[config.mk]
export PLATFORM = sky130hd
export DESIGN_NAME = spi_host_ctrl
export DESIGN_NICKNAME = d
export VERILOG_FILES = /design/src/rtl/spi_host_pkg.sv /design/src/rtl/spi_host_cfg.sv /design/src/rtl/spi_host_dly.sv /design/src/rtl/spi_host_shifter.sv /design/src/rtl/spi_host_ctrl.sv
export SDC_FILE = /design/constraint.sdc
export NUM_CORES = 1
export LEC_CHECK = 0
export BUFFER_PORTS_ARGS = -buffer_cell sky130_fd_sc_hd__buf_2
export CAP_MARGIN = 10
export CORE_MARGIN = 4
export CORE_UTILIZATION = 45
export CTS_BUF_LIST = sky130_fd_sc_hd__clkbuf_16
export DETAILED_ROUTE_END_ITERATION = 10
export PLACE_DENSITY_LB_ADDON = 0.05
export SETUP_SLACK_MARGIN = 0.2
export SYNTH_ARGS = -nofsm -noshare
export SYNTH_HDL_FRONTEND = slang
export SYNTH_HIERARCHICAL = 1
export SYNTH_SLANG_ARGS = --single-unit
[constraint.sdc]
create_clock -name clk -period 3.6 [get_ports clk]
set_input_delay 0.18 -clock clk [delete_from_list [all_inputs] [get_ports clk]]
set_output_delay 0.18 -clock clk [all_outputs]
set_load 0.01 [all_outputs]
[src/rtl/spi_host_pkg.sv]
package spi_host_pkg;

    localparam int CTL_W     = 32;
    localparam int CHAR_W    = 16;
    localparam int NBITS_W   = $clog2(CHAR_W + 1);
    localparam int DLY_W     = 8;
    localparam int LEN_MIN   = 8;
    localparam int LEN_CODES = CHAR_W - LEN_MIN;

    localparam int F_LOOP    = 1;
    localparam int F_STALL   = 2;
    localparam int F_POL_LO  = 4;
    localparam int F_LEN_LO  = 8;
    localparam int F_GAP_LO  = 16;
    localparam int F_IDLE_LO = 24;

    typedef enum logic [1:0] {
        CSP_UNDERRUN = 2'd0,
        CSP_LAST     = 2'd1,
        CSP_EACH     = 2'd2,
        CSP_SPARE    = 2'd3
    } cs_policy_e;

    typedef enum logic [2:0] {
        ST_IDLE,
        ST_LOAD,
        ST_SHIFT,
        ST_GAP,
        ST_WAIT,
        ST_HOLD
    } host_state_e;

    typedef struct packed {
        logic               loop_en;
        logic               stall_en;
        cs_policy_e         cs_pol;
        logic [NBITS_W-1:0] nbits;
        logic [DLY_W-1:0]   gap_cyc;
        logic [DLY_W-1:0]   idle_cyc;
    } host_cfg_t;

    function automatic host_cfg_t cfg_decode(input logic [CTL_W-1:0] w);
        host_cfg_t  c;
        logic [3:0] code;
        logic [1:0] pol;
        code       = w[F_LEN_LO +: 4];
        pol        = w[F_POL_LO +: 2];
        c.loop_en  = w[F_LOOP];
        c.stall_en = w[F_STALL];
        c.cs_pol   = (pol == CSP_SPARE) ? CSP_EACH : cs_policy_e'(pol);
        c.nbits    = (code > 4'(LEN_CODES)) ? NBITS_W'(CHAR_W)
                                            : NBITS_W'(code) + NBITS_W'(LEN_MIN);
        c.gap_cyc  = w[F_GAP_LO +: DLY_W];
        c.idle_cyc = w[F_IDLE_LO +: DLY_W];
        return c;
    endfunction

endpackage

[src/rtl/spi_host_cfg.sv]
module spi_host_cfg
    import spi_host_pkg::*;
#(
    parameter int WORD_W = CTL_W
) (
    input  logic              clk,
    input  logic              rst_n,
    input  logic              we,
    input  logic [WORD_W-1:0] wdata,
    output host_cfg_t         cfg
);

    logic [WORD_W-1:0] word_q;

    always_ff @(posedge clk or negedge rst_n) begin
        if (!rst_n) begin
            word_q <= '0;
        end else if (we) begin
            word_q <= wdata;
        end
    end

    assign cfg = cfg_decode(CTL_W'(word_q));

endmodule

[src/rtl/spi_host_dly.sv]
module spi_host_dly #(
    parameter int CNT_W = 8
) (
    input  logic             clk,
    input  logic             rst_n,
    input  logic             load,
    input  logic [CNT_W-1:0] load_val,
    output logic             last
);

    logic [CNT_W-1:0] cnt_q;

    always_ff @(posedge clk or negedge rst_n) begin
        if (!rst_n) begin
            cnt_q <= '0;
        end else if (load) begin
            cnt_q <= load_val;
        end else if (cnt_q != '0) begin
            cnt_q <= cnt_q - 1'b1;
        end
    end

    assign last = (cnt_q <= CNT_W'(1));

    a_r9_count_monotone: assert property (@(posedge clk) disable iff (!rst_n)
        (!load && cnt_q != '0) |=> (cnt_q < $past(cnt_q)));

endmodule

[src/rtl/spi_host_shifter.sv]
module spi_host_shifter #(
    parameter int MAX_BITS = 16,
    parameter int HALF_DIV = 2
) (
    input  logic                          clk,
    input  logic                          rst_n,
    input  logic                          start,
    input  logic                          run,
    input  logic [$clog2(MAX_BITS+1)-1:0] nbits,
    input  logic [MAX_BITS-1:0]           tx_word,
    input  logic                          loop_en,
    input  logic                          miso,
    output logic                          sck,
    output logic                          mosi,
    output logic                          done,
    output logic [MAX_BITS-1:0]           rx_word
);

    localparam int BIT_W = $clog2(MAX_BITS + 1);
    localparam int DIV_W = (HALF_DIV > 1) ? $clog2(HALF_DIV) : 1;
    localparam logic [DIV_W-1:0] DIV_END = DIV_W'(HALF_DIV - 1);

    logic [MAX_BITS-1:0] tx_sr;
    logic [MAX_BITS-1:0] rx_sr;
    logic [DIV_W-1:0]    div_cnt;
    logic [BIT_W-1:0]    bit_cnt;
    logic                sck_q;
    logic                sin;
    logic                phase_end;

    assign phase_end = run && (div_cnt == DIV_END);
    assign sin       = loop_en ? tx_sr[MAX_BITS-1] : miso;

    always_ff @(posedge clk or negedge rst_n) begin
        if (!rst_n) begin
            tx_sr   <= '0;
            rx_sr   <= '0;
            div_cnt <= '0;
            bit_cnt <= '0;
            sck_q   <= 1'b0;
        end else if (start) begin
            tx_sr   <= tx_word << (BIT_W'(MAX_BITS) - nbits);
            rx_sr   <= '0;
            div_cnt <= '0;
            bit_cnt <= '0;
            sck_q   <= 1'b0;
        end else if (run) begin
            if (phase_end) begin
                div_cnt <= '0;
                if (!sck_q) begin
                    sck_q   <= 1'b1;
                    rx_sr   <= {rx_sr[MAX_BITS-2:0], sin};
                    bit_cnt <= bit_cnt + 1'b1;
                end else begin
                    sck_q <= 1'b0;
                    tx_sr <= tx_sr << 1;
                end
            end else begin
                div_cnt <= div_cnt + 1'b1;
            end
        end else begin
            sck_q   <= 1'b0;
            div_cnt <= '0;
        end
    end

    assign sck     = sck_q;
    assign mosi    = run ? tx_sr[MAX_BITS-1] : 1'b0;
    assign done    = phase_end && sck_q && (bit_cnt == nbits);
    assign rx_word = rx_sr;

    a_r3_bit_bound: assert property (@(posedge clk) disable iff (!rst_n)
        run |-> (bit_cnt <= nbits));

    a_r4_rise_counts_bit: assert property (@(posedge clk) disable iff (!rst_n)
        (run && !start && $rose(sck_q)) |-> (bit_cnt != '0));

endmodule

[src/rtl/spi_host_ctrl.sv]
module spi_host_ctrl
    import spi_host_pkg::*;
#(
    parameter int SCK_HALF_DIV = 2
) (
    input  logic              clk,
    input  logic              rst_n,
    input  logic              ctl_we,
    input  logic [CTL_W-1:0]  ctl_wdata,
    input  logic              txd_we,
    input  logic [CHAR_W-1:0] txd_wdata,
    input  logic              txd_last,
    input  logic              rxd_re,
    output logic [CHAR_W-1:0] rxd_data,
    output logic              rxd_full,
    output logic              txd_empty,
    output logic              busy,
    output logic              sck,
    output logic              mosi,
    input  logic              miso,
    output logic              cs_n
);

    host_cfg_t     cfg;
    host_state_e   state_q, state_d;

    logic [CHAR_W-1:0] thr_q;
    logic              thr_full_q;
    logic              thr_last_q;
    logic              cur_last_q;
    logic [CHAR_W-1:0] rx_q;
    logic              rx_full_q;

    logic              eng_start, eng_run, eng_done;
    logic [CHAR_W-1:0] eng_rx;
    logic              stall, release_cs, can_start;
    logic              gap_load, idle_load, gap_last, idle_last;

    spi_host_cfg #(.WORD_W(CTL_W)) u_cfg (
        .clk   (clk),
        .rst_n (rst_n),
        .we    (ctl_we),
        .wdata (ctl_wdata),
        .cfg   (cfg)
    );

    spi_host_shifter #(.MAX_BITS(CHAR_W), .HALF_DIV(SCK_HALF_DIV)) u_shift (
        .clk     (clk),
        .rst_n   (rst_n),
        .start   (eng_start),
        .run     (eng_run),
        .nbits   (cfg.nbits),
        .tx_word (thr_q),
        .loop_en (cfg.loop_en),
        .miso    (miso),
        .sck     (sck),
        .mosi    (mosi),
        .done    (eng_done),
        .rx_word (eng_rx)
    );

    spi_host_dly #(.CNT_W(DLY_W)) u_gap (
        .clk      (clk),
        .rst_n    (rst_n),
        .load     (gap_load),
        .load_val (cfg.gap_cyc),
        .last     (gap_last)
    );

    spi_host_dly #(.CNT_W(DLY_W)) u_idle (
        .clk      (clk),
        .rst_n    (rst_n),
        .load     (idle_load),
        .load_val (cfg.idle_cyc),
        .last     (idle_last)
    );

    // Release decision taken in the cycle the last bit ends.
    always_comb begin
        unique case (cfg.cs_pol)
            CSP_UNDERRUN: release_cs = !thr_full_q;
            CSP_LAST:     release_cs = cur_last_q;
            default:      release_cs = 1'b1;
        endcase
    end

    assign stall     = cfg.stall_en && rx_full_q;
    assign can_start = thr_full_q && !stall;
    assign gap_load  = eng_done && !release_cs;
    assign idle_load = eng_done && release_cs;

    // State register
    always_ff @(posedge clk or negedge rst_n) begin
        if (!rst_n) begin
            state_q <= ST_IDLE;
        end else begin
            state_q <= state_d;
        end
    end

    // Next-state logic
    always_comb begin
        state_d = state_q;
        unique case (state_q)
            ST_IDLE:  if (can_start) state_d = ST_LOAD;
            ST_LOAD:  state_d = ST_SHIFT;
            ST_SHIFT: begin
                if (eng_done) begin
                    if (release_cs) begin
                        state_d = (cfg.idle_cyc != '0) ? ST_HOLD : ST_IDLE;
                    end else begin
                        state_d = (cfg.gap_cyc != '0) ? ST_GAP : ST_WAIT;
                    end
                end
            end
            ST_GAP:   if (gap_last) state_d = ST_WAIT;
            ST_WAIT:  if (can_start) state_d = ST_LOAD;
            ST_HOLD:  if (idle_last) state_d = ST_IDLE;
            default:  state_d = ST_IDLE;
        endcase
    end

    // Outputs decoded from the state
    always_comb begin
        cs_n      = 1'b1;
        busy      = 1'b1;
        eng_start = 1'b0;
        eng_run   = 1'b0;
        unique case (state_q)
            ST_IDLE:  busy = 1'b0;
            ST_LOAD:  begin cs_n = 1'b0; eng_start = 1'b1; end
            ST_SHIFT: begin cs_n = 1'b0; eng_run = 1'b1; end
            ST_GAP:   cs_n = 1'b0;
            ST_WAIT:  cs_n = 1'b0;
            ST_HOLD:  cs_n = 1'b1;
            default:  busy = 1'b0;
        endcase
    end

    // Holding and receive registers
    always_ff @(posedge clk or negedge rst_n) begin
        if (!rst_n) begin
            thr_q      <= '0;
            thr_full_q <= 1'b0;
            thr_last_q <= 1'b0;
            cur_last_q <= 1'b0;
            rx_q       <= '0;
            rx_full_q  <= 1'b0;
        end else begin
            if (state_q == ST_LOAD) begin
                cur_last_q <= thr_last_q;
            end
            if (txd_we) begin
                thr_q      <= txd_wdata;
                thr_full_q <= 1'b1;
                thr_last_q <= txd_last;
            end else if (state_q == ST_LOAD) begin
                thr_full_q <= 1'b0;
            end
            if (eng_done) begin
                rx_q      <= eng_rx;
                rx_full_q <= 1'b1;
            end else if (rxd_re) begin
                rx_full_q <= 1'b0;
            end
        end
    end

    assign rxd_data  = rx_q;
    assign rxd_full  = rx_full_q;
    assign txd_empty = !thr_full_q;

    a_r4_sck_idle_low: assert property (@(posedge clk) disable iff (!rst_n)
        cs_n |-> !sck);

    a_r5_rx_flag_set: assert property (@(posedge clk) disable iff (!rst_n)
        eng_done |=> rxd_full);

    a_r7_hold_until_last: assert property (@(posedge clk) disable iff (!rst_n)
        (eng_done && cfg.cs_pol == CSP_LAST && !cur_last_q) |=> !cs_n);

    a_r8_release_each: assert property (@(posedge clk) disable iff (!rst_n)
        (eng_done && cfg.cs_pol == CSP_EACH) |=> cs_n);

    a_r12_stall_keeps_cs: assert property (@(posedge clk) disable iff (!rst_n)
        (cfg.stall_en && rxd_full && cs_n) |=> cs_n);

    a_r13_handoff_frees: assert property (@(posedge clk) disable iff (!rst_n)
        (state_q == ST_LOAD && !txd_we) |=> txd_empty);

endmodule

==> flow_summary.yaml <==
run_status:
  outcome: "finished clean"
timing:
  tightestPinTransition_ns: 1.00
  setup_viol: 0
  fmax_mhz: 332
  final.period_utilization: 0.838
  final-hold-violation-count: 0
  max-slew-margin-rel: 0.330
  rsz0062_at_grt: "no"
  finalSetupTns_ns: 0
  fin_worst_skew_ns: 0.00807
  drv_slew: 0
  period_needed_ns: 3.02
  fin_ws_ns: 0.584
global_route:
  grt-ovfl-total: 0
  grt_max_degree: 78
  grt_first_pass_wirelength_um: 24200
  grt_antenna_before_repair: 0
  grtUsageTotal: 0.185
  grt_pass1_vias: 4828
placed_design:
  hpwl_um: 9190
  port_buffers: 68
  place_ws_ns: 0.604
  gp_congestion: 0.857
critical_path:
  path_class: "flip-flop to flip-flop"
  critPathMaxFanout: 10
  r2r-start: "state_q[2]"
  cp-end-kind: "flip-flop"
  worstSetupStartpointType: "flip-flop"
  max_stage_delay_ns: 0.53
  worstPathArrival_ns: 3.34
  critPathSlowestCell: "or4_1"
  critPathTopFamily: "simple AND/OR/NAND/NOR gates"
  critPathLaunch: "state_q[2]"
  cp.required_ns: 3.93
  critPathBufInv: 2
  cp_cell_sequence: "nor3b_2 > buf_4 > nand3_1 > or4_1 > nor3_2 > and2_1 > clkinv_1 > and4_1 > nor3_1"
synth:
  ys_seq_area_frac: 0.467
  ys.flop_type: "dfrtp_1"
  async_flop_share: 1.00
  syn_area_um2: 6330
  yosysUniqueCellTypes: 65
  synth_edf_count: 0
  syn_nets: 629
  synth-seq-cells: 118
  synth_cells: 568
  ys_warn_count: 6
  avgSynthCellArea_um2: 11.1
layout:
  seq_area_um2: 2950
  drive_above_1_share: 0.293
  layout.nets: 718
  diodes: 0
  multiInputGateArea_um2: 2960
  area_growth_pct: 19.8
  fillers: 1224
cts:
  clk_latency_ns: 0.41
  cts.sinks: 118
  cts_tree: "yes"
  path_clk_slew_ns: 0.06
  post_cts_buffers: 0
  cts_hold_buf: 40
  cts_max_level: 4
  clock-root-buffer: "clkbuf_16"
  ctsResizeCount: 0
  numCtsBuffers: 17
  clk_path_buf_depth: 2
route:
  vias_per_cell: 5.41
  drt_iter0_drc: 491
  ant_nets: 0
  route.detailed.drc: 0
  vias: 4601
  wirelength_um: 13800
  routedWlPerCell_um: 16.2
  drtPass1Iterations: 5
floorplan:
  dieWidth_um: 127
  ios: 77
  rows: 43
  dieArea_um2: 16000
  die_y_um: 127
  core_area_um2: 13800
  start_util: 0.458
flow_run:
  cap_violations: 0
min_path:
  hold_class: "input pin to flip-flop"
  min_from: "ctl_wdata[10]"
power:
  ir_drop_mv: 0.496
  power.density_nw_per_um2: 645
  p_leak_nw: 3.41
power by group:
group	switching (W)	internal, W	total [W]	leakage, nW
sequential	0.000259	0.00160	0.00186	1.49
clock	0.000628	0.000877	0.00150	0.251
combinational	0.000813	0.000715	0.00153	1.68
path summary, 6_finish.rpt:
check / slack (ns) / to / cells after the start
setup / recovery: 0.58 / u_gap/cnt_q[7] / 9
hold / removal: 0.03 / u_cfg/word_q[10] / 2
setup reg to reg: 0.58 / u_gap/cnt_q[7] / 9
hold reg to reg: 0.49 / u_shift/tx_sr[5] / 1
max in group asynchronous: 2.41 / u_shift/tx_sr[5] / 3
min in group asynchronous: 0.45 / u_cfg/word_q[29] / 2
cells by family after synthesis:
kind of cell / count (synthesis) / share of synthesized area
AND/OR/NAND/NOR: 170 / 0.135
flip-flops: 118 / 0.467
AO/OA/AOI/OAI: 99 / 0.108
multiplexers: 92 / 0.191
buffers and inverters: 68 / 0.0660
XOR/XNOR: 15 / 0.0220
adder cells (fa/ha/maj): 6 / 0.0119
flip-flops by register name (all words and copies together), names as in the netlist:
| signal | flops |
|---|---|
| cur_last_q | 1 |
| rxd_data | 16 |
| rxd_full | 1 |
| state_q | 3 |
| thr_full_q | 1 |
| thr_last_q | 1 |
| thr_q | 16 |
| u_cfg/word_q | 24 |
| u_gap/cnt_q | 8 |
| u_idle/cnt_q | 8 |
| u_shift/bit_cnt | 5 |
| u_shift/div_cnt | 1 |
| u_shift/rx_word | 16 |
| u_shift/sck | 1 |
| u_shift/tx_sr | 16 |
synth_stat cells (4+ instances only):
cell type | instances | share of area
nor4_1 | 7 | 0.0069
a211oi_1 | 5 | 0.0059
o21a_1 | 9 | 0.011
xnor2_1 | 5 | 0.0069
nor2_1 | 47 | 0.028
a31oi_1 | 9 | 0.0089
inv_1 | 17 | 0.010
and4_1 | 4 | 0.0055
o32ai_1 | 8 | 0.011
nand2_1 | 55 | 0.033
nor3_1 | 14 | 0.011
mux2i_1 | 21 | 0.033
o21ai_0 | 4 | 0.0032
nand2b_1 | 8 | 0.0079
dfrtp_1 | 118 | 0.47
mux4_2 | 9 | 0.032
ha_1 | 6 | 0.012
o31ai_1 | 5 | 0.0059
nor2b_1 | 4 | 0.0040
mux2_2 | 39 | 0.069
a2bb2oi_1 | 4 | 0.0055
o22ai_1 | 7 | 0.0069
buf_2 | 8 | 0.0063
xor2_1 | 9 | 0.012
mux2_4 | 21 | 0.050
a21oi_1 | 27 | 0.021
clkbuf_1 | 13 | 0.0077
or2_2 | 4 | 0.0040
buf_4 | 19 | 0.023
buf_6 | 5 | 0.0089
metrics by stage:
stage | area, um2 | util | power (W) | instances | hold slack [ns]
floorplan | 6330 | - | 0.00302 | 568 | -0.116
global placement | 6650 | 0.481 | 0.00330 | 778 | 0.389
detailed placement | 6650 | 0.481 | 0.00336 | 778 | 0.388
CTS | 7580 | 0.548 | 0.00494 | 850 | 0.00880
global route | 7580 | 0.548 | 0.00524 | 850 | 0.00478
finish | 7580 | 0.548 | 0.00489 | 850 | 0.0254
routing by layer:
| layer | vias up | global-route usage | part of all wire | routed length, um |
|---|---|---|---|---|
| li1 | 2209 | - | - | - |
| met1 | 2266 | 0.249 | 0.46 | 6360 |
| met2 | 111 | 0.291 | 0.48 | 6560 |
| met3 | 15 | 0.0509 | 0.049 | 681 |
| met4 | 0 | 0.0618 | 0.014 | 189 |
| met5 | - | 0 | 0 | 0 |
final cells by class:
class / count / share of cell area
clock buffer: 17 / 0.0561
sequential: 118 / 0.389
multi-input combinational: 382 / 0.391
inverter: 19 / 0.00941
clock inverter: 15 / 0.0139
tap: 180 / 0.0297
timing repair buffer: 119 / 0.111
cell usage in the layout (no fill, tap or decap), drive strengths merged, types with 4 or more instances in the layout:
cell type and count:
a211oi 5, o22ai 7, ha 6, nor4 7
mux4 10, clkbuf 17, o32ai 8, or4 5
o21a 9, clkinvlp 4, and2 4, dfrtp 118
a31oi 9, o31ai 5, a21oi 27, buf 79
dlygate4sd3 40, nor3 17, mux2 60, clkinv 9
a2bb2oi 4, inv 21, nor2b 4, nor2 48
o21ai 4, and4 4, mux2i 22, xor2 10
nand2b 8, or2 4, xnor2 5, nand2 55
(Power assumes the default switching activity.)
